**src/rtl/vcb_pkg.sv**
```systemverilog
// Shared types and sizes for the voxel-cell buffer.
package vcb_pkg;
    localparam int SEL_W       = 2;
    localparam int NUM_ENTRIES = 1 << SEL_W;

    // Fill sequencer states: idle, waiting for the first word, taking the remaining words
    typedef enum logic [1:0] {
        FS_IDLE = 2'd0,
        FS_WAIT = 2'd1,
        FS_FILL = 2'd2
    } fill_state_t;
endpackage

```
**src/rtl/vcb_tag.sv**
```systemverilog
// Tag register of the voxel-cell buffer.
// Holds the address of the resident cell and its valid bit, and compares it with the lookup.
// Assumes load, clear and set never request contradictory updates in the same cycle,
// except that clear and load both drop the valid bit.
module vcb_tag #(
    parameter int CELL_W = 21
) (
    input  logic              clk,
    input  logic              rst_n,
    input  logic              load_i,
    input  logic [CELL_W-1:0] load_cell_i,
    input  logic              clr_i,
    input  logic              set_i,
    input  logic [CELL_W-1:0] cmp_cell_i,
    output logic              match_o,
    output logic [CELL_W-1:0] cell_o
);
    logic              valid_q;
    logic [CELL_W-1:0] cell_q;

    // Capture the missed cell on load; the valid bit follows clear, load and set
    always_ff @(posedge clk) begin
        if (!rst_n) begin
            valid_q <= 1'b0;
            cell_q  <= '0;
        end else begin
            if (load_i) begin
                cell_q <= load_cell_i;
            end
            if (clr_i || load_i) begin
                valid_q <= 1'b0;
            end else if (set_i) begin
                valid_q <= 1'b1;
            end
        end
    end

    // Resident-cell comparison
    always_comb begin
        match_o = valid_q && (cell_q == cmp_cell_i);
        cell_o  = cell_q;
    end
endmodule

```
**src/rtl/vcb_store.sv**
```systemverilog
// Element storage of the voxel-cell buffer: NUM_ENTRIES words with one write and one read port.
// Assumes at most one write per cycle; reads are combinational.
module vcb_store
    import vcb_pkg::*;
#(
    parameter int DATA_W = 32
) (
    input  logic              clk,
    input  logic              rst_n,
    input  logic              wr_en_i,
    input  logic [SEL_W-1:0]  wr_idx_i,
    input  logic [DATA_W-1:0] wr_data_i,
    input  logic [SEL_W-1:0]  rd_idx_i,
    output logic [DATA_W-1:0] rd_data_o
);
    logic [DATA_W-1:0] words_q [NUM_ENTRIES];

    for (genvar g = 0; g < NUM_ENTRIES; g++) begin : g_entry
        // Write entry g when the write index selects it
        always_ff @(posedge clk) begin
            if (!rst_n) begin
                words_q[g] <= '0;
            end else if (wr_en_i && (wr_idx_i == SEL_W'(g))) begin
                words_q[g] <= wr_data_i;
            end
        end
    end

    // Read mux
    always_comb begin
        rd_data_o = words_q[rd_idx_i];
    end
endmodule

```
**src/rtl/vcb_fill_ctrl.sv**
```systemverilog
// Fill sequencer of the voxel-cell buffer.
// Starts on a miss, waits for the first word, then writes the words to first, first+1,
// first+2 and first+3 (mod 4). Marks the cell valid at the end unless a flush was seen.
// Assumes the lower level delivers exactly four words per request.
module vcb_fill_ctrl
    import vcb_pkg::*;
(
    input  logic             clk,
    input  logic             rst_n,
    input  logic             miss_i,
    input  logic [SEL_W-1:0] miss_sel_i,
    input  logic             flush_i,
    input  logic             fill_valid_i,
    output logic             idle_o,
    output logic             waiting_o,
    output logic             wr_en_o,
    output logic [SEL_W-1:0] wr_idx_o,
    output logic             tag_set_o,
    output logic [SEL_W-1:0] first_o
);
    fill_state_t      state_q;
    logic [SEL_W-1:0] first_q;
    logic [SEL_W-1:0] cnt_q;
    logic             drop_q;

    // Sequencer state, first index, word counter and flush-during-fill flag
    always_ff @(posedge clk) begin
        if (!rst_n) begin
            state_q <= FS_IDLE;
            first_q <= '0;
            cnt_q   <= '0;
            drop_q  <= 1'b0;
        end else begin
            case (state_q)
                FS_IDLE: begin
                    if (miss_i) begin
                        state_q <= FS_WAIT;
                        first_q <= miss_sel_i;
                        cnt_q   <= '0;
                        drop_q  <= 1'b0;
                    end
                end
                FS_WAIT: begin
                    if (flush_i) begin
                        drop_q <= 1'b1;
                    end
                    if (fill_valid_i) begin
                        state_q <= FS_FILL;
                        cnt_q   <= cnt_q + 1'b1;
                    end
                end
                FS_FILL: begin
                    if (flush_i) begin
                        drop_q <= 1'b1;
                    end
                    if (fill_valid_i) begin
                        cnt_q <= cnt_q + 1'b1;
                        if (cnt_q == SEL_W'(NUM_ENTRIES - 1)) begin
                            state_q <= FS_IDLE;
                        end
                    end
                end
                default: state_q <= FS_IDLE;
            endcase
        end
    end

    // Write strobe, wrapping write index and completion
    always_comb begin
        idle_o    = (state_q == FS_IDLE);
        waiting_o = (state_q == FS_WAIT);
        wr_en_o   = fill_valid_i && !idle_o;
        wr_idx_o  = first_q + cnt_q;
        tag_set_o = fill_valid_i && (state_q == FS_FILL)
                    && (cnt_q == SEL_W'(NUM_ENTRIES - 1)) && !drop_q && !flush_i;
        first_o   = first_q;
    end
endmodule

```
**src/rtl/vcell_buf.sv**
```systemverilog
// Four-entry voxel-cell buffer: keeps one 2x2x2 cell as four elements indexed by {z0,y0}.
// Hits are answered combinationally. A miss starts a fetch whose first word is forwarded.
// Assumes the requester waits for rsp_valid_o after a miss and presents its lookup again
// once the fill is done if it needs other elements.
module vcell_buf
    import vcb_pkg::*;
#(
    parameter int CELL_W = 21,
    parameter int DATA_W = 32
) (
    input  logic              clk,
    input  logic              rst_n,
    input  logic              flush_i,
    input  logic              req_valid_i,
    input  logic [CELL_W-1:0] req_cell_i,
    input  logic [SEL_W-1:0]  req_sel_i,
    output logic              hit_o,
    output logic              rsp_valid_o,
    output logic [DATA_W-1:0] rsp_data_o,
    output logic              fetch_req_o,
    output logic [CELL_W-1:0] fetch_cell_o,
    output logic [SEL_W-1:0]  fetch_first_o,
    input  logic              fill_valid_i,
    input  logic [DATA_W-1:0] fill_data_i
);
    logic              match;
    logic              idle;
    logic              waiting;
    logic              miss;
    logic              wr_en;
    logic [SEL_W-1:0]  wr_idx;
    logic              tag_set;
    logic [DATA_W-1:0] rd_data;

    // Lookup decisions: only the idle state answers or starts fetches
    always_comb begin
        hit_o = req_valid_i && idle && match;
        miss  = req_valid_i && idle && !match;
    end

    vcb_tag #(.CELL_W(CELL_W)) u_tag (
        .clk        (clk),
        .rst_n      (rst_n),
        .load_i     (miss),
        .load_cell_i(req_cell_i),
        .clr_i      (flush_i),
        .set_i      (tag_set),
        .cmp_cell_i (req_cell_i),
        .match_o    (match),
        .cell_o     (fetch_cell_o)
    );

    vcb_fill_ctrl u_ctrl (
        .clk         (clk),
        .rst_n       (rst_n),
        .miss_i      (miss),
        .miss_sel_i  (req_sel_i),
        .flush_i     (flush_i),
        .fill_valid_i(fill_valid_i),
        .idle_o      (idle),
        .waiting_o   (waiting),
        .wr_en_o     (wr_en),
        .wr_idx_o    (wr_idx),
        .tag_set_o   (tag_set),
        .first_o     (fetch_first_o)
    );

    vcb_store #(.DATA_W(DATA_W)) u_store (
        .clk      (clk),
        .rst_n    (rst_n),
        .wr_en_i  (wr_en),
        .wr_idx_i (wr_idx),
        .wr_data_i(fill_data_i),
        .rd_idx_i (req_sel_i),
        .rd_data_o(rd_data)
    );

    // Response: stored element on a hit, the arriving word when it is the needed one
    always_comb begin
        fetch_req_o = waiting;
        rsp_valid_o = hit_o || (waiting && fill_valid_i);
        rsp_data_o  = waiting ? fill_data_i : rd_data;
    end
endmodule

```
**config.mk**
```make
export PLATFORM = sky130hd
export DESIGN_NAME = vcell_buf
export DESIGN_NICKNAME = d
export VERILOG_FILES = /design/src/rtl/vcb_pkg.sv /design/src/rtl/vcb_tag.sv /design/src/rtl/vcb_store.sv /design/src/rtl/vcb_fill_ctrl.sv /design/src/rtl/vcell_buf.sv
export SDC_FILE = /design/constraint.sdc
export NUM_CORES = 1
export LEC_CHECK = 0
export BUFFER_PORTS_ARGS = -buffer_cell sky130_fd_sc_hd__buf_4
export CAP_MARGIN = 25
export CORE_AREA = 2 2 114 116
export CTS_BUF_LIST = sky130_fd_sc_hd__clkbuf_16
export DETAILED_ROUTE_END_ITERATION = 16
export DIE_AREA = 0 0 116 118
export PLACE_DENSITY = 0.89
export SKIP_CTS_REPAIR_TIMING = 1
export SLEW_MARGIN = 10
export SYNTH_ARGS = -nofsm -noshare
export SYNTH_HDL_FRONTEND = slang
export SYNTH_SLANG_ARGS = --single-unit
```
**constraint.sdc**
```tcl
create_clock -name clk -period 10.95 [get_ports clk]
set_input_delay 0 -clock clk [delete_from_list [all_inputs] [get_ports clk]]
set_output_delay 0 -clock clk [all_outputs]
set_load 0.05 [all_outputs]
```
==> out/qor.yml <==
setup_violations: 0
status: "complete, no violations"
core_region_area_sq_mm: 0.0124
fp-row-count: 41
ys_seq_elements: 157
io_buffer_count: 117
root_buffer: "clkbuf_16"
skew_ns: 0.0158
syn2layout_area_growth_pct: 32.1
p_seq_share_pct: 40.0
overflow: 0
combPwrFrac_pct: 26.9
min_period_ns: 2.96
swShare_pct: 30.2
rsz0062_at_grt: "false"
synth.net_count: 583
fin_tns_setup_ns: 0
worstSetupEndpointType: "register"
cp_num_buf_inv: 2
slew_viol_final: 0
io_pins: 118
hold_path.class: "in2reg"
yosys_warnings: 0
power_mw: 1.80
maxCapViolations: 0
grt_pass1_wl_microns: 25400
insertion_delay_ns: 0.44
syn_inst: 517
viasPerCell: 5.64
p_int_mw: 1.26
cts_tree: "done"
n_antenna_cell: 0
hold_violations: 0
max_slew_margin_pct: 30.9
grt_max_degree: 37
fin_cells: 875
drive_gt1_share_pct: 32.9
drtIter0Drc: 406
wl_per_cell_microns: 20.8
cts_max_level: 4
place_congestion: 0.795
synth_area_per_cell_sq_um: 14.4
ys_seq_area_share_pct: 59.6
vias: 4937
p_leak_nw: 3.90
slowest_stage: "ha_2"
fmax_mhz: 338
critPathRequiredTime_ns: 11.32
ant_nets: 0
whs_ns: 0.195
dpl.hpwl_microns: 9880
dr.pass1.iters: 5
wirelength_microns: 18200
post-place-ws_ns: 8.27
clkPwrFrac_pct: 33.0
antenna_found_initial: 0
p_per_area_mw_per_mm2: 183
worstPathCellList: "inv_1 > ha_2 > o21ai_0 > nor2b_1 > a31oi_1 > mux2i_1 > dlygate4sd3_1"
grt_pass1_vias: 4912
timing.final.crit_share_pct: 27.0
yosysUniqueCellTypes: 34
path_delay_family: "adder cells"
floorplan.initialDensity_pct: 59.8
grt_use_total_pct: 25.0
postLayoutSetupSlackWorst_ns: 7.99
die_area_sq_mm: 0.0137
crit_type: "reg2reg"
die_x_microns: 116
critPathLaunchType: "register"
slowest_delay_ns: 0.82
drc: 0
numCtsBuffers: 17
clockBufferDepth: 2
tightest_slew_ns: 1.04
final_nets: 757
p_switching_mw: 0.542
die_y_microns: 118
placedCellCount: 785
cts.sinks: 157
cts.clk_slew.worst_paths_ns: 0.06
syn_area_sq_mm: 0.00743
critPathArrivalTime_ns: 3.32
max-vdd-ir-drop_v: 0.000126
crit_fanout: 36
[state kept, by name (all words and copies together), names as in the netlist]
signal / count
u_ctrl.drop_q: 1
u_ctrl.first_o: 2
u_tag.cell_o: 21
u_ctrl.cnt_q: 2
u_tag.valid_q: 1
u_ctrl.state_q: 2
u_store.words_q: 128
[power groups by stage]
stage                     Clock (mW)  Combinational (mW)  Sequential [mW]
after floorplan                    0               0.285            0.761
after global placement             0               0.436            0.726
after detailed placement           0               0.452            0.729
after CTS                      0.592               0.456            0.719
after global routing           0.618               0.506            0.723
final                          0.594               0.484            0.720
[kinds of logic after synthesis]
| group | count (synthesis) | synth area share (%) |
|---|---|---|
| flip-flops | 157 | 59.6 |
| adder cells (fa/ha/maj) | 6 | 1.01 |
| buffers and inverters | 35 | 2.02 |
| multiplexers | 89 | 17.9 |
| AND/OR/NAND/NOR | 191 | 15.3 |
| XOR/XNOR | 24 | 2.83 |
| AO/OA/AOI/OAI | 15 | 1.31 |
[stage by stage]
stage / utilization (%) / instance area, sq um
3_5_place_dp: 69.4 / 8620
6_report: 79.0 / 9810
3_3_place_gp: 68.2 / 8470
4_1_cts: 74.1 / 9200
2_1_floorplan: - / 7430
5_1_grt: 79.0 / 9810
[layer usage]
layer,vias to the layer above,global-route usage (%),wire length [microns]
met5,-,0,0
li1,2231,-,-
met2,212,42.9,9840
met4,0,10.7,384
met3,33,6.18,1150
met1,2461,29.7,6800
[cells in the mapped netlist]
cell	count	share of area, %
o21ai_0	7	0.47
o221a_2	1	0.15
nand2_1	10	0.51
nor2b_1	4	0.34
inv_1	6	0.30
a41oi_1	1	0.12
nor2_1	30	1.5
xor2_1	6	0.71
or2_2	2	0.17
and2_1	128	11
or4_4	1	0.15
clkbuf_1	24	1.2
or3_1	1	0.084
nor4_1	2	0.17
a311o_2	1	0.15
edfxtp_1	128	52
a21oi_2	1	0.12
xnor2_1	18	2.1
a31oi_1	2	0.17
nor4b_4	1	0.32
a21oi_1	2	0.13
nor4_4	1	0.29
dfxtp_1	29	7.8
mux4_2	32	9.7
buf_6	2	0.30
mux2i_1	25	3.4
or3b_2	2	0.24
mux2_2	32	4.9
and3_1	1	0.084
nor3_1	1	0.067
nand3b_1	1	0.10
ha_1	6	1.0
buf_2	3	0.20
nand4_1	6	0.51
[tightest hold or removal path, cell delays in order]
cell and delay, ns:
buf_4 0.26, mux2i_1 0.23, nor2_1 0.06
[area by class of cell]
type	instances	area [sq um]
sequential	157	4420
fill	666	2610
clock inverter	14	159
inverter	6	22.5
timing repair buffer	184	1650
tap	172	215
clock buffer	17	425
multi-input combinational	325	2920
[cell usage in the layout, fill, tap and decap left out, types with 2 or more instances in the layout]
cell / netlist / layout
nor4_1: 2 / 2
o21ai_0: 7 / 3
clkbuf_16: 0 / 17
dlygate4sd3_1: 0 / 58
or2_2: 2 / 2
edfxtp_1: 128 / 128
mux4_2: 32 / 32
dfxtp_1: 29 / 29
or3b_2: 2 / 2
mux2i_1: 25 / 25
nand2_1: 10 / 10
bufinv_16: 0 / 4
a21oi_1: 2 / 2
o21ai_4: 0 / 4
nor2_1: 30 / 26
a31oi_1: 2 / 2
nand4_1: 6 / 6
mux2_2: 32 / 32
clkinv_1: 0 / 7
xor2_1: 6 / 6
buf_4: 0 / 119
buf_16: 0 / 5
xnor2_1: 18 / 18
inv_1: 6 / 8
and2_1: 128 / 128
nor2b_1: 4 / 4
nor2_2: 0 / 4
ha_1: 6 / 5
[worst paths after layout]
kind                                         from                end  slack (ns)  cells past startpoint
worst min-delay path                 req_sel_i[1]  u_ctrl.first_o[1]        0.20                      3
worst min register to register    u_ctrl.cnt_q[0]    u_ctrl.cnt_q[0]        0.54                      2
worst max register to register  u_ctrl.state_q[1]  u_ctrl.state_q[1]        7.99                      7
worst max-delay path            u_ctrl.state_q[1]  u_ctrl.state_q[1]        7.99                      7
(Power assumes the default switching activity.)
